==> src/rtl/cfg_lock_pkg.sv <==
package cfg_lock_pkg;

  // Decoded class of the address on the bus.
  typedef enum logic [1:0] {
    ACC_PROT = 2'd0,
    ACC_LOCK = 2'd1,
    ACC_NONE = 2'd2
  } acc_kind_e;

  // Bits a lock register can hold: write-locks, read-locks and the seal bit.
  function automatic logic [15:0] lock_mask(input int per, input int width);
    logic [15:0] m;
    m = '0;
    for (int b = 0; b < 2 * per; b++) m[b] = 1'b1;
    m[width-1] = 1'b1;
    return m;
  endfunction

endpackage

==> src/rtl/cfg_lock_store.sv <==
module cfg_lock_store #(
  parameter int NUM_LK = 6,
  parameter int DATA_W = 16,
  parameter int PER_LK = 7
) (
  input  logic                          clk,
  input  logic                          rst_n,
  input  logic                          sub_rst,
  input  logic [NUM_LK-1:0]             lk_we,
  input  logic [DATA_W-1:0]             wr_data,
  output logic [NUM_LK-1:0][DATA_W-1:0] lk_q
);
  import cfg_lock_pkg::*;

  localparam logic [DATA_W-1:0] MASK = DATA_W'(lock_mask(PER_LK, DATA_W));

  for (genvar i = 0; i < NUM_LK; i++) begin : g_lk
    always_ff @(posedge clk or negedge rst_n) begin
      if (!rst_n) begin
        lk_q[i] <= '0;
      end else if (sub_rst) begin
        lk_q[i] <= '0;
      end else if (lk_we[i]) begin
        // Sticky: bits can only be set.
        lk_q[i] <= lk_q[i] | (wr_data & MASK);
      end
    end
  end
endmodule

==> src/rtl/cfg_lock_gate.sv <==
module cfg_lock_gate #(
  parameter int NUM_LK  = 6,
  parameter int DATA_W  = 16,
  parameter int PER_LK  = 7,
  parameter int ADDR_W  = 7,
  parameter int LK_BASE = 64
) (
  input  logic [ADDR_W-1:0]               addr,
  input  logic                            we,
  input  logic                            re,
  input  logic                            auth,
  input  logic [NUM_LK-1:0][DATA_W-1:0]   lk_q,
  output logic [NUM_LK*PER_LK-1:0]        prot_hit,
  output logic [NUM_LK*PER_LK-1:0]        prot_we,
  output logic [NUM_LK-1:0]               lk_hit,
  output logic [NUM_LK-1:0]               lk_we,
  output logic                            acc_err,
  output logic                            rd_ok
);
  import cfg_lock_pkg::*;

  localparam int NUM_PROT = NUM_LK * PER_LK;
  localparam int SEAL_B   = DATA_W - 1;

  logic [NUM_PROT-1:0] wlk, rlk;
  logic [NUM_LK-1:0]   sealed;
  logic                sel_wlk, sel_rlk, sel_seal;
  acc_kind_e           kind;

  // Spread lock bits per protected register and decode the address.
  for (genvar p = 0; p < NUM_PROT; p++) begin : g_prot
    assign wlk[p]      = lk_q[p / PER_LK][p % PER_LK];
    assign rlk[p]      = lk_q[p / PER_LK][PER_LK + (p % PER_LK)];
    assign prot_hit[p] = (addr == ADDR_W'(p));
  end

  for (genvar i = 0; i < NUM_LK; i++) begin : g_lkd
    assign sealed[i] = lk_q[i][SEAL_B];
    assign lk_hit[i] = (addr == ADDR_W'(LK_BASE + i));
  end

  assign sel_wlk  = |(prot_hit & wlk);
  assign sel_rlk  = |(prot_hit & rlk);
  assign sel_seal = |(lk_hit & sealed);

  always_comb begin
    if (|prot_hit)    kind = ACC_PROT;
    else if (|lk_hit) kind = ACC_LOCK;
    else              kind = ACC_NONE;
  end

  // Only the authenticated input overrides; sealed lock registers stay sealed.
  always_comb begin
    acc_err = 1'b0;
    if (we) begin
      unique case (kind)
        ACC_PROT: acc_err = sel_wlk && !auth;
        ACC_LOCK: acc_err = sel_seal;
        default:  acc_err = 1'b1;
      endcase
    end else if (re) begin
      unique case (kind)
        ACC_PROT: acc_err = sel_rlk && !auth;
        ACC_LOCK: acc_err = 1'b0;
        default:  acc_err = 1'b1;
      endcase
    end
  end

  assign prot_we = prot_hit & {NUM_PROT{we && (!sel_wlk || auth)}};
  assign lk_we   = lk_hit & ~sealed & {NUM_LK{we}};
  assign rd_ok   = re && !we && !acc_err;
endmodule

==> src/rtl/cfg_prot_bank.sv <==
module cfg_prot_bank #(
  parameter int NUM_PROT = 42,
  parameter int DATA_W   = 16
) (
  input  logic                            clk,
  input  logic                            rst_n,
  input  logic [NUM_PROT-1:0]             wr_en,
  input  logic [DATA_W-1:0]               wr_data,
  output logic [NUM_PROT-1:0][DATA_W-1:0] prot_q
);
  for (genvar p = 0; p < NUM_PROT; p++) begin : g_reg
    always_ff @(posedge clk or negedge rst_n) begin
      if (!rst_n)       prot_q[p] <= '0;
      else if (wr_en[p]) prot_q[p] <= wr_data;
    end
  end
endmodule

==> src/rtl/cfg_lock_ctrl.sv <==
module cfg_lock_ctrl #(
  parameter int NUM_LK  = 6,
  parameter int DATA_W  = 16,
  parameter int PER_LK  = 7,
  parameter int ADDR_W  = 7,
  parameter int LK_BASE = 64
) (
  input  logic              clk,
  input  logic              rst_n,
  input  logic              sub_rst,
  input  logic [ADDR_W-1:0] bus_addr,
  input  logic [DATA_W-1:0] bus_wdata,
  input  logic              bus_we,
  input  logic              bus_re,
  output logic [DATA_W-1:0] bus_rdata,
  output logic              bus_err,
  input  logic              scan_mode,
  input  logic              dbg_unlock,
  input  logic              jtag_unlock,
  input  logic              auth_dbg
);
  localparam int NUM_PROT = NUM_LK * PER_LK;

  logic [NUM_LK-1:0][DATA_W-1:0]   lk_q;
  logic [NUM_PROT-1:0][DATA_W-1:0] prot_q;
  logic [NUM_PROT-1:0]             prot_hit, prot_we;
  logic [NUM_LK-1:0]               lk_hit, lk_we;
  logic                            acc_err, rd_ok;
  logic [DATA_W-1:0]               rd_mux;

  // Mode pins deliberately have no path into lock storage or gating.
  logic unused_modes;
  assign unused_modes = ^{scan_mode, dbg_unlock, jtag_unlock};

  cfg_lock_gate #(
    .NUM_LK(NUM_LK), .DATA_W(DATA_W), .PER_LK(PER_LK),
    .ADDR_W(ADDR_W), .LK_BASE(LK_BASE)
  ) u_gate (
    .addr(bus_addr), .we(bus_we), .re(bus_re), .auth(auth_dbg), .lk_q(lk_q),
    .prot_hit(prot_hit), .prot_we(prot_we), .lk_hit(lk_hit), .lk_we(lk_we),
    .acc_err(acc_err), .rd_ok(rd_ok)
  );

  cfg_lock_store #(.NUM_LK(NUM_LK), .DATA_W(DATA_W), .PER_LK(PER_LK)) u_store (
    .clk(clk), .rst_n(rst_n), .sub_rst(sub_rst),
    .lk_we(lk_we), .wr_data(bus_wdata), .lk_q(lk_q)
  );

  cfg_prot_bank #(.NUM_PROT(NUM_PROT), .DATA_W(DATA_W)) u_bank (
    .clk(clk), .rst_n(rst_n), .wr_en(prot_we), .wr_data(bus_wdata), .prot_q(prot_q)
  );

  always_comb begin
    rd_mux = '0;
    for (int p = 0; p < NUM_PROT; p++)
      if (prot_hit[p]) rd_mux = rd_mux | prot_q[p];
    for (int i = 0; i < NUM_LK; i++)
      if (lk_hit[i]) rd_mux = rd_mux | lk_q[i];
  end

  always_ff @(posedge clk or negedge rst_n) begin
    if (!rst_n) begin
      bus_rdata <= '0;
      bus_err   <= 1'b0;
    end else begin
      bus_err <= acc_err;
      if (bus_re && !bus_we) bus_rdata <= rd_ok ? rd_mux : '0;
    end
  end
endmodule

==> config.mk <==
export PLATFORM = sky130hd
export DESIGN_NAME = cfg_lock_ctrl
export DESIGN_NICKNAME = d
export VERILOG_FILES = /design/src/rtl/cfg_lock_pkg.sv /design/src/rtl/cfg_lock_store.sv /design/src/rtl/cfg_lock_gate.sv /design/src/rtl/cfg_prot_bank.sv /design/src/rtl/cfg_lock_ctrl.sv
export SDC_FILE = /design/constraint.sdc
export NUM_CORES = 1
export LEC_CHECK = 0
export BUFFER_PORTS_ARGS = -buffer_cell sky130_fd_sc_hd__buf_2
export CAP_MARGIN = 10
export CORE_UTILIZATION = 35
export CTS_BUF_LIST = sky130_fd_sc_hd__clkbuf_2
export CTS_CLUSTER_SIZE = 16
export DETAILED_ROUTE_END_ITERATION = 10
export PLACE_DENSITY = 0.59
export SLEW_MARGIN = 20
export SYNTH_ARGS = -nofsm -noshare
export SYNTH_HDL_FRONTEND = slang
export SYNTH_HIERARCHICAL = 1
export SYNTH_SLANG_ARGS = --single-unit
==> constraint.sdc <==
create_clock -name clk -period 3.8 [get_ports clk]
set_clock_uncertainty 0.1 [all_clocks]
set_input_delay 0.19 -clock clk [delete_from_list [all_inputs] [get_ports clk]]
set_output_delay 0.19 -clock clk [all_outputs]
set_load 0.005 [all_outputs]
==> metrics.log <==
INFO  metric fmaxAchievable = 267 MHz
INFO  metric fp.dieArea = 105000 sq um
INFO  metric max-clock-path-buffers = 3
INFO  metric placed_cell_area = 38000 sq um
INFO  metric switching_share = 0.281
INFO  metric post-cts-setup-buffers = 0
INFO  metric synth_flop_cell = sky130_fd_sc_hd__dfrtp_1
INFO  metric met1_length = 57800 um
INFO  metric chipHeight = 324 um
INFO  metric synth_sequential_area_ratio = 0.538
INFO  metric critical_path_arrival = 5.01 ns
INFO  metric final.period_utilization = 0.986
INFO  metric sum_neg_setup_slack = 0 ns
INFO  metric combinationalPowerShare = 0.085
INFO  metric critical_path.max_fanout = 20
INFO  metric hpwlAfterDp = 88400 um
INFO  metric drt_iter0_markers = 3213
INFO  metric design.core.area = 102000 sq um
INFO  metric worst_hold_slack = 0.153 ns
INFO  metric floorplan.die.width = 324 um
INFO  metric global_route_wire_length_before_repair = 200000 um
INFO  metric post_synth.cell_area_avg = 13.0 sq um
INFO  metric fillerInstances = 9933
INFO  metric wl = 140000 um
INFO  metric drt_first_pass_iters = 6
INFO  metric design.portCount = 49
INFO  metric total_nets_final = 3065
INFO  metric avgRoutedWirePerCell = 30.9 um
INFO  metric timing_max_transition_violations_final = 0
INFO  metric p_sw = 0.00461 W
INFO  metric initial_utilization = 0.355
INFO  metric synth.top_cells.by_area = sky130_fd_sc_hd__dfrtp_1 54%, sky130_fd_sc_hd__mux2_2 19%, sky130_fd_sc_hd__a22oi_1 5.8%
INFO  metric rows = 117
INFO  metric yosys_warnings = 6
INFO  metric post_synth_inst_count = 2789
INFO  metric layout.core_utilization = 0.400
INFO  metric root_buffer = sky130_fd_sc_hd__clkbuf_2
INFO  metric timing.critical_path.from_type = register
INFO  metric gp_congestion = 0.935
INFO  metric routed-wl-met3 = 14200 um
INFO  metric storage_cell_area = 19500 sq um
INFO  metric cts_max_level = 4
INFO  metric final.min_clock_period = 3.75 ns
INFO  metric route.detailed.vias_per_inst = 5.97
INFO  metric p_leak = 18.9 nW
INFO  metric clkTransAtPathRegs = 0.11 ns
INFO  metric ir_drop = 0.216 mV
INFO  metric worst_ep_required_time = 5.06 ns
INFO  metric worst_pin_slew = 1.28 ns
INFO  metric post_synth_instance_area = 36200 sq um
INFO  metric outcome = completed
INFO  metric yosys.cell_count.top_type = sky130_fd_sc_hd__dfrtp_1
INFO  metric cts_tree = done
INFO  metric routed-wl-met2 = 61500 um
INFO  metric timing_hold_violations_final = 0
INFO  metric area_growth_syn_to_layout = 12.6%
INFO  metric timing.critical_path.to_type = register
INFO  metric grt_pass1_vias = 27000
INFO  metric power.density_cell_area = 401 nW/um^2
INFO  metric relSlewSlack = 0.137
INFO  metric route.top_layer_used = met4
INFO  metric tritoncts_buffers = 195
INFO  metric maximum_number_of_pins_on_one_net_before_global_route_repair = 95
INFO  metric finalSetupViolCount = 0
INFO  metric vias = 27100
INFO  metric synth-async-reset-ratio = 1.00
INFO  metric final_layout_size_suffix_gt1_frac = 0.427
INFO  metric share_seq_of_total_power = 0.561
INFO  metric intPower = 0.0118 W
INFO  metric remaining_drc_errors = 0
INFO  metric design_area = 40800 sq um
INFO  metric multiInputGateArea = 14700 sq um
INFO  metric synth-edff-count = 0
INFO  metric cap_viol_max_count = 0
INFO  metric synth_top_cell_by_area = sky130_fd_sc_hd__dfrtp_1
INFO  metric grt_overflow_total = 0
INFO  metric port-buffer-count = 45
INFO  metric hold_path.class = input port to register
INFO  metric share_of_total_power_in_the_clock_network = 0.354
INFO  metric netlist_top_cells_count = 779 x sky130_fd_sc_hd__dfrtp_1, 621 x sky130_fd_sc_hd__mux2_2, 282 x sky130_fd_sc_hd__a22oi_1
INFO  metric initial_antenna_violation_count = 2
INFO  metric ys_seq_elements = 779
INFO  metric grtUsageTotal = 0.269
INFO  metric numClockSinks = 779
INFO  metric antenna_violating_nets_post_route = 0
INFO  metric critical_path_class = register to register
INFO  metric rsz0062_at_grt = no
INFO  metric post_synth_num_cell_types = 72
INFO  metric netlist.area_leader.share = 0.538
INFO  metric worst_skew_pair.late_latency = 1.51 ns
## power by group through the flow
stage                     registers [W]  clock network, W  logic (W)
after floorplan                 0.00926                 0   0.000799
after global placement          0.00933                 0    0.00124
after detailed placement        0.00935                 0    0.00128
after CTS                       0.00919           0.00590    0.00138
after global routing            0.00927           0.00632    0.00148
final                           0.00920           0.00580    0.00139
## stage by stage
stage | cells | setup slack [ns] | power, W
floorplan | 2794 | 0.990 | 0.0101
detailed placement | 4109 | 0.174 | 0.0106
CTS | 4539 | 0.0235 | 0.0165
global route | 4543 | 0.0150 | 0.0171
global placement | 4109 | 0.203 | 0.0106
finish | 4543 | 0.0527 | 0.0164
## area by class of cell
cell class | count | area share
diodes | 5 | 0.000306
clock inverters | 48 | 0.00723
inverters | 5 | 0.000460
multi-input cells | 1698 | 0.360
clock buffers | 286 | 0.0351
repair buffers | 354 | 0.0779
well taps | 1368 | 0.0419
flip-flops and latches | 779 | 0.478
## repair_timing
item	4_1_cts	5_1_grt
endpoints found under the setup margin	0	2
hold buffers	96	0
resized for setup	0	8
endpoints found under the hold margin	1558	0
## placed cells by master, fill, tap and decap left out, drive strengths merged, types with 61 or more instances in the layout
cell / netlist / routed
dfrtp: 779 / 779
nand2: 85 / 85
mux2: 678 / 678
buf: 220 / 270
clkbuf: 92 / 286
nor4: 61 / 61
nor2: 145 / 145
dlygate4sd3: 0 / 84
a21oi: 111 / 111
a22oi: 290 / 290
## metal layers
| metal | GRT usage | vias to the layer above |
|---|---|---|
| met5 | 0 | - |
| met3 | 0.0722 | 354 |
| li1 | - | 10900 |
| met2 | 0.396 | 1591 |
| met1 | 0.365 | 14200 |
| met4 | 0.132 | 0 |
## worst max-delay path: stages (launching register included)
cell and delay, ns:
sky130_fd_sc_hd__dfrtp_1 0.45, sky130_fd_sc_hd__mux2i_1 0.26, sky130_fd_sc_hd__nor4_1 0.08, sky130_fd_sc_hd__a2111oi_1 0.48, sky130_fd_sc_hd__o2111a_1 0.32, sky130_fd_sc_hd__a41oi_4 0.26, sky130_fd_sc_hd__buf_12 0.26, sky130_fd_sc_hd__nor4_2 0.25
sky130_fd_sc_hd__buf_12 0.27, sky130_fd_sc_hd__mux2_4 0.32, sky130_fd_sc_hd__dlygate4sd3_1 0.55
## path summary, 6_finish.rpt
kind                                     from  slack (ns)  depth (start not counted)                  to
hold / removal                   bus_wdata[1]        0.15                          4  u_bank/prot_q[529]
min in group asynchronous               rst_n        0.33                          5    u_store/lk_q[42]
hold reg to reg            u_bank/prot_q[178]        0.41                          1  u_bank/prot_q[178]
setup reg to reg             u_store/lk_q[80]        0.05                         10  u_bank/prot_q[446]
max in group asynchronous               rst_n        2.21                          7  u_bank/prot_q[411]
setup / recovery             u_store/lk_q[80]        0.05                         10  u_bank/prot_q[446]
## cells by family (layout without fill, tap and decap cells)
kind of cell | Yosys count | after routing | share of synthesized area
and+or+nand+nor | 454 | 454 | 0.0618
other | 1 | 11 | 0.000103
DFF | 779 | 779 | 0.538
AOI/OAI and AO/OA | 552 | 552 | 0.112
buffers and inverters | 317 | 693 | 0.0693
muxes | 686 | 686 | 0.219
## state kept, by name, summed over array words and instances (netlist names)
register,flops
bus_err,1
bus_rdata,16
u_bank/prot_q,672
u_store/lk_q,90
No activity file was read; power rests on OpenSTA's default activity.
